<file path="config.mk">
export PLATFORM = sky130hd
export DESIGN_NAME = rpd_row_decoder
export DESIGN_NICKNAME = d
export VERILOG_FILES = /design/src/rtl/rpd_pkg.sv /design/src/rtl/rpd_id_reg.sv /design/src/rtl/rpd_deser.sv /design/src/rtl/rpd_frame_match.sv /design/src/rtl/rpd_row_decoder.sv
export SDC_FILE = /design/constraint.sdc
export NUM_CORES = 1
export LEC_CHECK = 0
export BUFFER_PORTS_ARGS = -buffer_cell sky130_fd_sc_hd__buf_4
export CAP_MARGIN = 20
export CORE_UTILIZATION = 45
export CTS_BUF_LIST = sky130_fd_sc_hd__clkbuf_4
export CTS_CLUSTER_DIAMETER = 100
export DETAILED_ROUTE_END_ITERATION = 8
export PLACE_DENSITY_LB_ADDON = 0.05
export SYNTH_ARGS = -nofsm -noshare
export SYNTH_HDL_FRONTEND = slang
export SYNTH_SLANG_ARGS = --single-unit
</file>
<file path="constraint.sdc">
create_clock -name clk -period 2.8 [get_ports clk]
set_clock_uncertainty 0.05 [all_clocks]
set_input_delay 0.56 -clock clk [delete_from_list [all_inputs] [get_ports clk]]
set_output_delay 0.56 -clock clk [all_outputs]
set_load 0.05 [all_outputs]
</file>
<file path="src/rtl/rpd_pkg.sv">
package rpd_pkg;

   // Code carried by the two framing lanes of the first beat: {tt, tf}
   typedef enum logic [1:0] {
      FRM_NONE = 2'b00,
      FRM_DEV0 = 2'b01,
      FRM_DEV1 = 2'b10,
      FRM_ALL  = 2'b11
   } frm_code_e;

   // Number of header bits ahead of the device field: tt, tf, av
   localparam int HDR_BITS = 3;

endpackage

</file>
<file path="src/rtl/rpd_id_reg.sv">
module rpd_id_reg #(
   parameter int DEV_W = 6
) (
   input  logic             clk,
   input  logic             rst_n,
   input  logic             we_i,
   input  logic [DEV_W-1:0] wdata_i,
   output logic [DEV_W-1:0] id_o
);

   always_ff @(posedge clk) begin
      if (!rst_n) begin
         id_o <= '0;
      end else if (we_i) begin
         id_o <= wdata_i;
      end
   end

endmodule

</file>
<file path="src/rtl/rpd_deser.sv">
module rpd_deser #(
   parameter int LANES = 3,
   parameter int BEATS = 8,
   parameter int PKT_W = LANES * BEATS
) (
   input  logic             clk,
   input  logic             rst_n,
   input  logic [LANES-1:0] lane_i,
   input  logic             frame_i,
   output logic             last_o,
   output logic [PKT_W-1:0] word_o
);

   localparam int HOLD_W = PKT_W - LANES;
   localparam int CW     = (BEATS > 2) ? $clog2(BEATS) : 1;
   localparam logic [CW-1:0] LAST_BEAT = CW'(BEATS - 1);

   logic              busy_q;
   logic [CW-1:0]     cnt_q;
   logic [HOLD_W-1:0] hold_q;
   logic              shift_en;

   assign shift_en = busy_q | frame_i;
   assign last_o   = busy_q && (cnt_q == LAST_BEAT);
   assign word_o   = {hold_q, lane_i};

   always_ff @(posedge clk) begin
      if (!rst_n) begin
         busy_q <= 1'b0;
         cnt_q  <= '0;
      end else if (!busy_q) begin
         if (frame_i) begin
            busy_q <= 1'b1;
            cnt_q  <= CW'(1);
         end
      end else if (cnt_q == LAST_BEAT) begin
         busy_q <= 1'b0;
         cnt_q  <= '0;
      end else begin
         cnt_q  <= cnt_q + CW'(1);
      end
   end

   generate
      if (HOLD_W == LANES) begin : g_one_beat
         always_ff @(posedge clk) begin
            if (!rst_n) begin
               hold_q <= '0;
            end else if (shift_en) begin
               hold_q <= lane_i;
            end
         end
      end else begin : g_multi_beat
         always_ff @(posedge clk) begin
            if (!rst_n) begin
               hold_q <= '0;
            end else if (shift_en) begin
               hold_q <= {hold_q[HOLD_W-LANES-1:0], lane_i};
            end
         end
      end
   endgenerate

endmodule

</file>
<file path="src/rtl/rpd_frame_match.sv">
module rpd_frame_match
   import rpd_pkg::*;
#(
   parameter int PKT_W    = 24,
   parameter int DEV_W    = 6,
   parameter int BANK_W   = 5,
   parameter int PAY_W    = 11,
   parameter bit BCAST_EN = 1'b1
) (
   input  logic [PKT_W-1:0]  word_i,
   input  logic [DEV_W-1:0]  id_i,
   output logic              framed_o,
   output logic              sel_o,
   output logic              bcast_o,
   output logic              act_o,
   output logic [BANK_W-1:0] bank_o,
   output logic [PAY_W-1:0]  pay_o
);

   localparam int AV_POS = PKT_W - HDR_BITS;
   localparam int DEV_HI = AV_POS - 1;
   localparam int DEV_LO = AV_POS - (DEV_W - 1);
   localparam int BNK_HI = DEV_LO - 1;
   localparam int BNK_LO = DEV_LO - BANK_W;

   frm_code_e code;
   logic      low_match;
   logic      all_acc;

   assign code      = frm_code_e'(word_i[PKT_W-1 -: 2]);
   assign low_match = (word_i[DEV_HI:DEV_LO] == id_i[DEV_W-2:0]);
   assign act_o     = word_i[AV_POS];
   assign bank_o    = word_i[BNK_HI:BNK_LO];
   assign pay_o     = word_i[PAY_W-1:0];

   generate
      if (BCAST_EN) begin : g_bcast_on
         assign all_acc = 1'b1;
      end else begin : g_bcast_off
         assign all_acc = 1'b0;
      end
   endgenerate

   always_comb begin
      framed_o = 1'b1;
      sel_o    = 1'b0;
      bcast_o  = 1'b0;
      unique case (code)
         FRM_NONE: framed_o = 1'b0;
         FRM_DEV0: sel_o    = low_match && !id_i[DEV_W-1];
         FRM_DEV1: sel_o    = low_match &&  id_i[DEV_W-1];
         FRM_ALL: begin
            sel_o   = all_acc;
            bcast_o = all_acc;
         end
         default: framed_o = 1'b0;
      endcase
   end

endmodule

</file>
<file path="src/rtl/rpd_row_decoder.sv">
module rpd_row_decoder #(
   parameter int LANES    = 3,
   parameter int BEATS    = 8,
   parameter int DEV_W    = 6,
   parameter int BANK_W   = 5,
   parameter bit BCAST_EN = 1'b1,
   localparam int PKT_W   = LANES * BEATS,
   localparam int PAY_W   = PKT_W - rpd_pkg::HDR_BITS - (DEV_W - 1) - BANK_W
) (
   input  logic              clk,
   input  logic              rst_n,
   input  logic [LANES-1:0]  row_i,
   input  logic              id_we_i,
   input  logic [DEV_W-1:0]  id_wdata_i,
   output logic              cmd_vld_o,
   output logic              sel_o,
   output logic              bcast_o,
   output logic              is_act_o,
   output logic [BANK_W-1:0] bank_o,
   output logic [PAY_W-1:0]  row_o,
   output logic [PAY_W-1:0]  op_o
);

   generate
      if (LANES < 3) begin : g_bad_lanes
         $error("rpd_row_decoder: LANES must be at least 3");
      end
      if (BEATS < 2) begin : g_bad_beats
         $error("rpd_row_decoder: BEATS must be at least 2");
      end
      if (DEV_W < 2) begin : g_bad_dev
         $error("rpd_row_decoder: DEV_W must be at least 2");
      end
      if (PAY_W < 1) begin : g_bad_pay
         $error("rpd_row_decoder: no room left for the payload field");
      end
   endgenerate

   logic [DEV_W-1:0]  id_q;
   logic              frame_hit;
   logic              last_beat;
   logic [PKT_W-1:0]  word;
   logic              framed_c;
   logic              sel_c;
   logic              bcast_c;
   logic              act_c;
   logic [BANK_W-1:0] bank_c;
   logic [PAY_W-1:0]  pay_c;
   logic              take;

   assign frame_hit = row_i[LANES-1] | row_i[LANES-2];

   rpd_id_reg #(
      .DEV_W (DEV_W)
   ) id_reg_i (
      .clk     (clk),
      .rst_n   (rst_n),
      .we_i    (id_we_i),
      .wdata_i (id_wdata_i),
      .id_o    (id_q)
   );

   rpd_deser #(
      .LANES (LANES),
      .BEATS (BEATS),
      .PKT_W (PKT_W)
   ) deser_i (
      .clk     (clk),
      .rst_n   (rst_n),
      .lane_i  (row_i),
      .frame_i (frame_hit),
      .last_o  (last_beat),
      .word_o  (word)
   );

   rpd_frame_match #(
      .PKT_W    (PKT_W),
      .DEV_W    (DEV_W),
      .BANK_W   (BANK_W),
      .PAY_W    (PAY_W),
      .BCAST_EN (BCAST_EN)
   ) match_i (
      .word_i   (word),
      .id_i     (id_q),
      .framed_o (framed_c),
      .sel_o    (sel_c),
      .bcast_o  (bcast_c),
      .act_o    (act_c),
      .bank_o   (bank_c),
      .pay_o    (pay_c)
   );

   assign take = last_beat & framed_c;

   always_ff @(posedge clk) begin
      if (!rst_n) begin
         cmd_vld_o <= 1'b0;
         sel_o     <= 1'b0;
         bcast_o   <= 1'b0;
         is_act_o  <= 1'b0;
         bank_o    <= '0;
         row_o     <= '0;
         op_o      <= '0;
      end else begin
         cmd_vld_o <= take;
         sel_o     <= take & sel_c;
         bcast_o   <= take & bcast_c;
         if (take) begin
            is_act_o <= act_c;
            bank_o   <= bank_c;
            if (act_c) begin
               row_o <= pay_c;
            end else begin
               op_o  <= pay_c;
            end
         end
      end
   end

endmodule

</file>
==> metrics.yaml, run 1 <==
yosys:
  yosys_warnings: 0
  synth.avg_cell_area_um2: 9.26
  synthAdderAreaFrac: 0.0256
  synth-simple-area-share: 0.213
  synth_top_family_by_area: "simple AND/OR/NAND/NOR gates"
  synth-xor-area-share: 0.0215
  netlist_area_um2: 2440
  synth_compound_area_frac: 0.147
  synth_edf_count: 0
  synthArstFlopShare: 0
  ys_seq_elements: 62
  ys_types: 28
  synth-seq-area-share: 0.508
  yosys_most_used_dff: "dfxtp_1"
  synth_mux_area_frac: 0.0451
  synthCells: 264
  syn_nets: 281
worst_setup_path:
  crit_chain: "ha_1 -> ha_1 -> nand4bb_1 -> nand2_1 -> a21boi_1"
  cp_max_fo: 11
  critical-path-top-delay-family: "simple AND/OR/NAND/NOR gates"
  cp.buffers_inverters: 0
  crit_required_ns: 3.02
  cpPeakStageDelay_ns: 0.53
  critPathLaunchType: "register"
  rr_endpoint: "op_o[9]$_SDFFE_PN0P_"
  timing.reg2reg.setup_slack_ns: 1.05
  crit_type: "register to register"
  critPathSlowestCell: "nand4bb_1"
  cp-end-kind: "register"
  rr_worst_depth: 5
  cp_common_cell: "ha_1"
  r2r-start: "deser_i.cnt_q[0]$_SDFFE_PN0P_"
  arrival_ns: 1.97
routing:
  routed_wl_mm: 4.72
  drt-pass1-iter-count: 4
  first_iter_violations: 143
  drcViolationCount: 0
  post_drt_wl_per_cell_um: 12.6
  num_vias: 1844
  vias_per_cell: 4.90
  ant_nets: 0
final_layout:
  seqCellArea_um2: 1240
  fillCellCount: 498
  multiInputGateArea_um2: 1110
  nets: 318
  layout_commonest_cell: "nand2_1"
  final_cell_mix: "nand2_1, dfxtp_1, buf_4, a21boi_1, nor2b_1"
  antenna_cells: 0
  area_growth_syn_to_layout_pct: 18.4
  post_route_cells_drive_above_1_share: 0.193
  final_cells: 376
clock_tree:
  cts_buffer_depth: 2
  clk_latency_ns: 0.38
  cts_made_buffers: 9
  cts_sinks: 62
  clk_pin_slew_ns: 0.10
  cts_hold_buf: 0
  htreeDepth: 3
  cts_tree: "yes"
  post_cts_resized: 0
  cts-root-buf: "clkbuf_4"
  cts_setup_buffers: 0
timing:
  rsz0062_at_grt: "no"
  hold_slack_ns: 0.384
  fmax_mhz: 571
  maxSlewViolCount: 0
  min_period_ns: 1.75
  setup_viol: 0
  min_period_over_period: 0.626
  hold_viol: 0
  worst-slew-pin-transition_ns: 0.607
  finalSetupTns_ns: 0
  relSlewSlack: 0.593
run:
  drv_cap: 0
floorplanning:
  die_w_um: 75.7
  ios: 43
  die-area_um2: 5730
  start_util: 0.472
  die_h_um: 75.7
  row_count: 26
  core_area_um2: 5170
grt:
  first_global_vias: 1573
  grt_max_degree: 61
  grt-busiest-layer: "met2"
  met1_usage: 0.255
  grt_pass1_wl_mm: 7.59
  grt-ovfl-total: 0
  grt_usage: 0.182
  use_met3: 0.0437
  grt_antenna_before_repair: 0
  grtUsageMet2: 0.264
placement:
  gp_congestion: 0.693
  dp_hpwl_mm: 2.97
  port_buffers: 42
  dp_cells: 360
power:
  ir_worst_vdd_mv: 0.294
  p_leak_nw: 1.13
  cellPowerDensity_nw_per_um2: 543
run_status:
  status: "complete, no violations"
worst_hold_path:
  worstHoldStart: "id_wdata_i[1]"
  hold_path_end: "id_reg_i.id_o[1]$_SDFFE_PN0P_"
  holdCritPathClass: "input pin to register"
  whs_path_depth: 3
## state kept, by name, indices dropped and copies added, names as in the netlist
name and cells:
op_o 11, bank_o 5, deser_i.hold_q 21, deser_i.busy_q 1, is_act_o 1, bcast_o 1
row_o 11, cmd_vld_o 1, sel_o 1, id_reg_i.id_o 6, deser_i.cnt_q 3
## where the power goes
group          internal (mW)  switching, mW
combinational         0.0401         0.0362
clock                  0.273          0.307
sequential             0.898         0.0167
## kinds of logic after synthesis
| family | after synthesis |
|---|---|
| simple gates | 112 |
| compound gates | 49 |
| flops | 62 |
| xor+xnor | 6 |
| buf+inv | 19 |
| fa+ha+maj | 5 |
| mux | 11 |
## stage by stage
stage	util	total power, mW	instance area [um^2]	setup slack, ns
2_1_floorplan	-	0.987	2440	1.36
3_3_place_gp	0.535	1.01	2770	1.06
3_5_place_dp	0.535	1.01	2770	1.02
4_1_cts	0.559	1.59	2890	1.01
5_1_grt	0.559	1.64	2890	0.892
6_report	0.559	1.57	2890	1.05
## cell usage after synthesis (2+ instances only)
cell | count | share of area
buf_2 | 5 | 0.010
xnor2_1 | 6 | 0.022
dfxtp_1 | 62 | 0.51
nor2b_1 | 15 | 0.038
o21ai_0 | 2 | 0.0041
a21boi_1 | 41 | 0.13
clkbuf_1 | 9 | 0.014
mux2i_1 | 11 | 0.045
nand4_1 | 2 | 0.0051
nand2_1 | 83 | 0.13
a22oi_1 | 2 | 0.0061
and4b_1 | 2 | 0.0082
buf_6 | 2 | 0.0092
nor2_1 | 2 | 0.0031
ha_1 | 5 | 0.026
a21oi_1 | 2 | 0.0041
inv_1 | 2 | 0.0031
## worst reg2reg max path: stages, from the launching register on
cell	delay, ns
dfxtp_1	0.36
ha_1	0.15
ha_1	0.26
nand4bb_1	0.53
nand2_1	0.22
a21boi_1	0.08
## worst max path at each step
stage                             startpoint                    end  slack (ns)  cells after the start
6_report       deser_i.cnt_q[0]$_SDFFE_PN0P_   op_o[9]$_SDFFE_PN0P_        1.05                      5
5_1_grt        deser_i.cnt_q[0]$_SDFFE_PN0P_   op_o[5]$_SDFFE_PN0P_        0.89                      5
4_1_cts        deser_i.cnt_q[0]$_SDFFE_PN0P_   op_o[9]$_SDFFE_PN0P_        1.01                      5
3_5_place_dp   deser_i.cnt_q[0]$_SDFFE_PN0P_   op_o[2]$_SDFFE_PN0P_        1.02                      5
3_3_place_gp   deser_i.cnt_q[0]$_SDFFE_PN0P_   op_o[8]$_SDFFE_PN0P_        1.06                      5
2_1_floorplan  deser_i.cnt_q[0]$_SDFFE_PN0P_  op_o[10]$_SDFFE_PN0P_        1.36                      6
## area by class of cell
type,count,share of cell area
multi-input cells,183,0.382
inverters,2,0.00260
well taps,70,0.0303
flip-flops and latches,62,0.429
clock inverters,6,0.0182
repair buffers,43,0.112
clock buffers,10,0.0260
## routing by layer
metal	up-vias	share of wire
li1	948	-
met1	852	0.52
met2	37	0.43
met3	7	0.043
met4	0	0.014
met5	-	0
(Power assumes the default switching activity.)
==> inputs of run 2 (changes only) <==
==> constraint.sdc (replaced) <==
create_clock -name clk -period 1.8 [get_ports clk]
set_clock_uncertainty 0.05 [all_clocks]
set_input_delay 0.36 -clock clk [delete_from_list [all_inputs] [get_ports clk]]
set_output_delay 0.36 -clock clk [all_outputs]
set_load 0.05 [all_outputs]
==> run 2 against run 1 <==
Clock power increased by 30%. Count of clock-buffer cells in the layout increased by 2. Register-to-register slack got worse by 0.88 ns. Non-clock buffer count increased by 7. Setup slack got worse by 0.88 ns. Maximum frequency increased by 7.4%. Sequential power increased by 55%. Highest routed layer unchanged. Combinational power increased by 60%. Via count increased by 0.43%. Wire length decreased by 0.19%. Critical endpoint is now bank_o[2]$_SDFFE_PN0P_. Final cell count increased by 1.6%.
==> metrics.yaml, run 2 (synthesis results as in run 1) <==
floorplanning:
  start_util: 0.472  # unchanged
  ios: 43  # unchanged
  die-area_um2: 5730  # unchanged
  row_count: 26  # unchanged
  core_area_um2: 5170  # unchanged
  die_h_um: 75.7  # unchanged
  die_w_um: 75.7  # unchanged
worst_setup_path:
  critical-path-top-delay-family: "simple AND/OR/NAND/NOR gates"
  critPathLaunchType: "register"
  crit_chain: "ha_1 -> ha_1 -> and3b_1 -> mux2i_1 -> nor2b_1"
  crit_required_ns: 2.04  # -0.98 ns
  cp_max_fo: 8  # -3
  cp-end-kind: "register"
  crit_type: "register to register"
  critPathSlowestCell: "and3b_1"
  cp_common_cell: "ha_1"
  cpPeakStageDelay_ns: 0.42  # -0.11 ns
  arrival_ns: 1.87  # -0.10 ns
  cp.buffers_inverters: 0  # unchanged
final_layout:
  nets: 325  # +2.2%
  final_cells: 382  # +1.6%
  largest_reg_flops: 21  # unchanged
  antenna_cells: 0  # unchanged
  post_route_cells_drive_above_1_share: 0.208  # +0.0155
  layout_commonest_cell: "nand2_1"
  final_cell_mix: "nand2_1, dfxtp_1, buf_4, a21boi_1, nor2b_1"
  largest_register: "deser_i.hold_q"
  top_regs: "deser_i.hold_q: 21 flops, op_o: 11 flops, row_o: 11 flops"
  area_growth_syn_to_layout_pct: 19.5
clock_tree:
  cts_sinks: 62  # unchanged
  cts_hold_buf: 0  # unchanged
  cts-root-buf: "clkbuf_4"
  htreeDepth: 3  # unchanged
  clk_latency_ns: 0.38  # about the same
  post_cts_resized: 0  # unchanged
  clk_pin_slew_ns: 0.10  # about the same
  cts_buffer_depth: 2  # unchanged
  cts_made_buffers: 9  # unchanged
  cts_setup_buffers: 0  # unchanged
  cts_tree: "yes"
timing:
  relSlewSlack: 0.735  # +0.142
  min_period_ns: 1.63  # -0.120 ns
  maxSlewViolCount: 0  # unchanged
  finalSetupTns_ns: 0  # unchanged
  worst-slew-pin-transition_ns: 0.396  # -0.211 ns
  rsz0062_at_grt: "no"
  setup_viol: 0  # unchanged
  fmax_mhz: 613  # +7.4%
  hold_viol: 0  # unchanged
  min_period_over_period: 0.907  # +0.281
routing:
  drcViolationCount: 0  # unchanged
  routed_wl_mm: 4.71  # -0.19%
  num_vias: 1852  # +0.43%
  ant_nets: 0  # unchanged
  vias_per_cell: 4.85  # -1.1%
  first_iter_violations: 61  # -57%
  drt-pass1-iter-count: 4  # unchanged
  post_drt_wl_per_cell_um: 12.3  # -1.8%
power:
  p_leak_nw: 1.15  # +1.9%
  total_power_mw: 2.30  # +46%
  ir_worst_vdd_mv: 0.460  # +56%
  cellPowerDensity_nw_per_um2: 787  # +45%
placement:
  dp_hpwl_mm: 3.12  # +5.1%
  dp_cells: 367  # +1.9%
  port_buffers: 42  # unchanged
  gp_congestion: 0.715  # +3.2%
run_status:
  status: "complete, no violations"
grt:
  grt_max_degree: 32  # -48%
  grt_antenna_before_repair: 0  # unchanged
  grt-ovfl-total: 0  # unchanged
  first_global_vias: 1668  # +6.0%
  grt_usage: 0.185  # +0.00308
  grt_pass1_wl_mm: 7.74  # +2.0%
run:
  drv_cap: 0  # unchanged
worst_hold_path:
  holdCritPathClass: "input pin to register"
run 2: per-stage QoR:
step	area [um^2]	setup slack [ns]	hold slack, ns	util
after global placement	2820	0.221	0.391	0.545
after global routing	2920	0.0495	0.172	0.565
after CTS	2920	0.140	0.159	0.565
final	2920	0.168	0.183	0.565
after detailed placement	2820	0.151	0.395	0.545
after floorplan	2440	0.359	0.394	-
run 2: report_power, final:
part           internal, mW  total, mW  switching, mW
clock                 0.313      0.754          0.440
sequential             1.40       1.42         0.0255
combinational        0.0648      0.122         0.0575
total                  1.77       2.30          0.523
run 2: worst paths after layout:
kind                                      start                       endpoint  slack [ns]  cells after the start
setup reg to reg  deser_i.cnt_q[0]$_SDFFE_PN0P_         bank_o[2]$_SDFFE_PN0P_        0.17                      5
hold / removal                    id_wdata_i[1]  id_reg_i.id_o[1]$_SDFFE_PN0P_        0.18                      3
hold reg to reg            op_o[0]$_SDFFE_PN0P_           op_o[0]$_SDFFE_PN0P_        0.40                      2
setup / recovery  deser_i.cnt_q[0]$_SDFFE_PN0P_         bank_o[2]$_SDFFE_PN0P_        0.17                      5
run 2: per-layer routing:
layer	vias to the layer above	track usage	routed length (um)
met4	0	0.0988	66
li1	955	-	-
met1	851	0.258	2480
met5	-	0	0
met3	7	0.0357	166
met2	39	0.271	2000
run 2: area by class of cell:
cell class	count	area (um^2)
fill	517	2250
sequential	62	1240
multi-input combinational	183	1110
timing repair buffer	50	375
clock buffer	12	90.1
tap	70	87.6
clock inverter	3	12.5
inverter	2	7.51
run 2: worst reg2reg max path: cells and delay by family (launching register included):
kind / cells / cell delay (ns)
adders and majority gates: 2 / 0.43
DFF: 1 / 0.36
muxes: 1 / 0.23
and+or+nand+nor: 2 / 0.48
==> inputs of run 3 (changes only) <==
--- a/config.mk
+++ b/config.mk
@@ -11,7 +11,7 @@
 export CTS_BUF_LIST = sky130_fd_sc_hd__clkbuf_4
 export CTS_CLUSTER_DIAMETER = 100
 export DETAILED_ROUTE_END_ITERATION = 8
-export PLACE_DENSITY_LB_ADDON = 0.05
+export PLACE_DENSITY = 0.74
 export SYNTH_ARGS = -nofsm -noshare
 export SYNTH_HDL_FRONTEND = slang
 export SYNTH_SLANG_ARGS = --single-unit
==> run 3 against run 2 <==
Global-route usage is 0.44 points lower. Sequential power barely moved. Core utilization unchanged. Register-to-register slack about the same. First-iteration DRC count up 93%. Worst hold slack lost 0.014 ns. Highest routed layer unchanged.
==> metrics.yaml, run 3 (synthesis results as in run 1) <==
final_layout:
  antenna_cells: 0  # unchanged
  layout_commonest_cell: "nand2_1"
  post_route_cells_drive_above_1_share: 0.208  # unchanged
  fillCellCount: 475  # -8.1%
  top_regs: "deser_i.hold_q: 21 flops, op_o: 11 flops, row_o: 11 flops"
  largest_register: "deser_i.hold_q"
  area_growth_syn_to_layout_pct: 19.5  # unchanged
  largest_reg_flops: 21  # unchanged
  nets: 325  # unchanged
  final_cell_mix: "nand2_1, dfxtp_1, buf_4, a21boi_1, nor2b_1"
  final_util: 0.565  # unchanged
power:
  switching_share: 0.235  # +0.00716
  p_int_mw: 1.77  # about the same
  cellPowerDensity_nw_per_um2: 794  # +0.95%
  seq_power_share: 0.613  # -0.006
  ir_worst_vdd_mv: 0.372  # -19%
  power.switching_mw: 0.545  # +4.1%
  combPwrFrac: 0.053  # about the same
  pwr-share-clk: 0.334  # +0.006
  p_leak_nw: 1.15  # -0.11%
floorplanning:
  ios: 43  # unchanged
  die_h_um: 75.7  # unchanged
  die-area_um2: 5730  # unchanged
  row_count: 26  # unchanged
  start_util: 0.472  # unchanged
  die_w_um: 75.7  # unchanged
  core_area_um2: 5170  # unchanged
worst_hold_path:
  holdCritPathClass: "input pin to register"
clock_tree:
  clk_pin_slew_ns: 0.09  # about the same
  cts_made_buffers: 9  # unchanged
  post_cts_resized: 0  # unchanged
  clk_latency_ns: 0.39  # about the same
  cts_hold_buf: 0  # unchanged
  cts-root-buf: "clkbuf_4"
  cts_tree: "yes"
  cts_buffer_depth: 2  # unchanged
  cts_setup_buffers: 0  # unchanged
  htreeDepth: 3  # unchanged
  cts_sinks: 62  # unchanged
worst_setup_path:
  crit_path_end: "bank_o[4]$_SDFFE_PN0P_"
  cp-end-kind: "register"
  critPathLaunchType: "register"
  crit_type: "register to register"
  timing.reg2reg.setup_slack_ns: 0.18  # about the same
  rr_worst_depth: 5  # unchanged
  rr_endpoint: "bank_o[4]$_SDFFE_PN0P_"
  crit_required_ns: 2.04  # about the same
  arrival_ns: 1.87  # about the same
  cp_max_fo: 8  # unchanged
  r2r-start: "deser_i.cnt_q[0]$_SDFFE_PN0P_"
  critical_path.startpoint: "deser_i.cnt_q[0]$_SDFFE_PN0P_"
grt:
  grt_antenna_before_repair: 0  # unchanged
  grt_max_degree: 35  # +9.4%
  grt_pass1_wl_mm: 7.66  # -1.1%
  grt-ovfl-total: 0  # unchanged
  first_global_vias: 1665  # -0.18%
  grt_usage: 0.181  # -0.00435
timing:
  maxSlewViolCount: 0  # unchanged
  min_period_ns: 1.62  # -0.00725 ns
  min_period_over_period: 0.903  # -0.00403
  finalSetupTns_ns: 0  # unchanged
  rsz0062_at_grt: "no"
  relSlewSlack: 0.754  # +0.0183
  worst-slew-pin-transition_ns: 0.369  # -0.0275 ns
  hold_viol: 0  # unchanged
  setup_viol: 0  # unchanged
  fmax_mhz: 616  # +0.45%
routing:
  routed_wl_mm: 4.66  # -1.2%
  drcViolationCount: 0  # unchanged
  vias_per_cell: 4.82  # -0.65%
  first_iter_violations: 118  # +93%
  ant_nets: 0  # unchanged
  num_vias: 1840  # -0.65%
  drt-pass1-iter-count: 4  # unchanged
  post_drt_wl_per_cell_um: 12.2  # -1.2%
placement:
  dp_hpwl_mm: 3.09  # -0.99%
  port_buffers: 42  # unchanged
  gp_congestion: 0.719  # +0.59%
run_status:
  status: "complete, no violations"
run:
  drv_cap: 0  # unchanged
run 3: area by class of cell:
type | count | area, um^2 | share of cell area
sequential | 62 | 1240 | 0.425
multi-input combinational | 183 | 1110 | 0.379
timing repair buffer | 50 | 375 | 0.129
clock buffer | 12 | 90.1 | 0.0308
tap | 70 | 87.6 | 0.0300
clock inverter | 3 | 12.5 | 0.00428
inverter | 2 | 7.51 | 0.00257
run 3: worst min path at each step:
stage | from | to | slack (ns) | cells after the start
after global placement | op_o[0]$_SDFFE_PN0P_ | op_o[0]$_SDFFE_PN0P_ | 0.39 | 2
after floorplan | deser_i.hold_q[11]$_SDFFE_PN0P_ | deser_i.hold_q[11]$_SDFFE_PN0P_ | 0.39 | 2
after detailed placement | row_o[5]$_SDFFE_PN0P_ | row_o[5]$_SDFFE_PN0P_ | 0.40 | 2
after CTS | id_wdata_i[0] | id_reg_i.id_o[0]$_SDFFE_PN0P_ | 0.15 | 3
final | id_wdata_i[0] | id_reg_i.id_o[0]$_SDFFE_PN0P_ | 0.17 | 3
after global routing | row_i[0] | deser_i.hold_q[0]$_SDFFE_PN0P_ | 0.17 | 3
run 3: per-layer routing:
layer / track usage / wire length, um / up-vias
li1: - / - / 958
met1: 0.250 / 2400 / 836
met2: 0.258 / 1980 / 37
met3: 0.0463 / 182 / 9
met4: 0.0988 / 88 / 0
met5: 0 / 0 / -
run 3: power groups by stage:
stage | clock [mW] | sequential (mW) | combinational [mW]
after global routing | 0.864 | 1.43 | 0.135
after global placement | 0 | 1.45 | 0.121
final | 0.776 | 1.42 | 0.122
after detailed placement | 0 | 1.45 | 0.123
after floorplan | 0 | 1.44 | 0.0913
after CTS | 0.798 | 1.42 | 0.123
run 3: through the flow:
step / cells / area (um^2) / hold slack, ns / total power [mW] / setup WS, ns
floorplan: 264 / 2440 / 0.394 / 1.54 / 0.359
global placement: 367 / 2820 / 0.390 / 1.57 / 0.266
detailed placement: 367 / 2820 / 0.395 / 1.58 / 0.197
CTS: 382 / 2920 / 0.150 / 2.34 / 0.193
global route: 382 / 2920 / 0.166 / 2.43 / 0.0816
finish: 382 / 2920 / 0.170 / 2.32 / 0.175
run 3: critical path, cell delays in order (launching register included):
cell	delay, ns
dfxtp_1	0.36
ha_1	0.16
ha_1	0.25
and3b_1	0.40
mux2i_1	0.24
nor2b_1	0.06
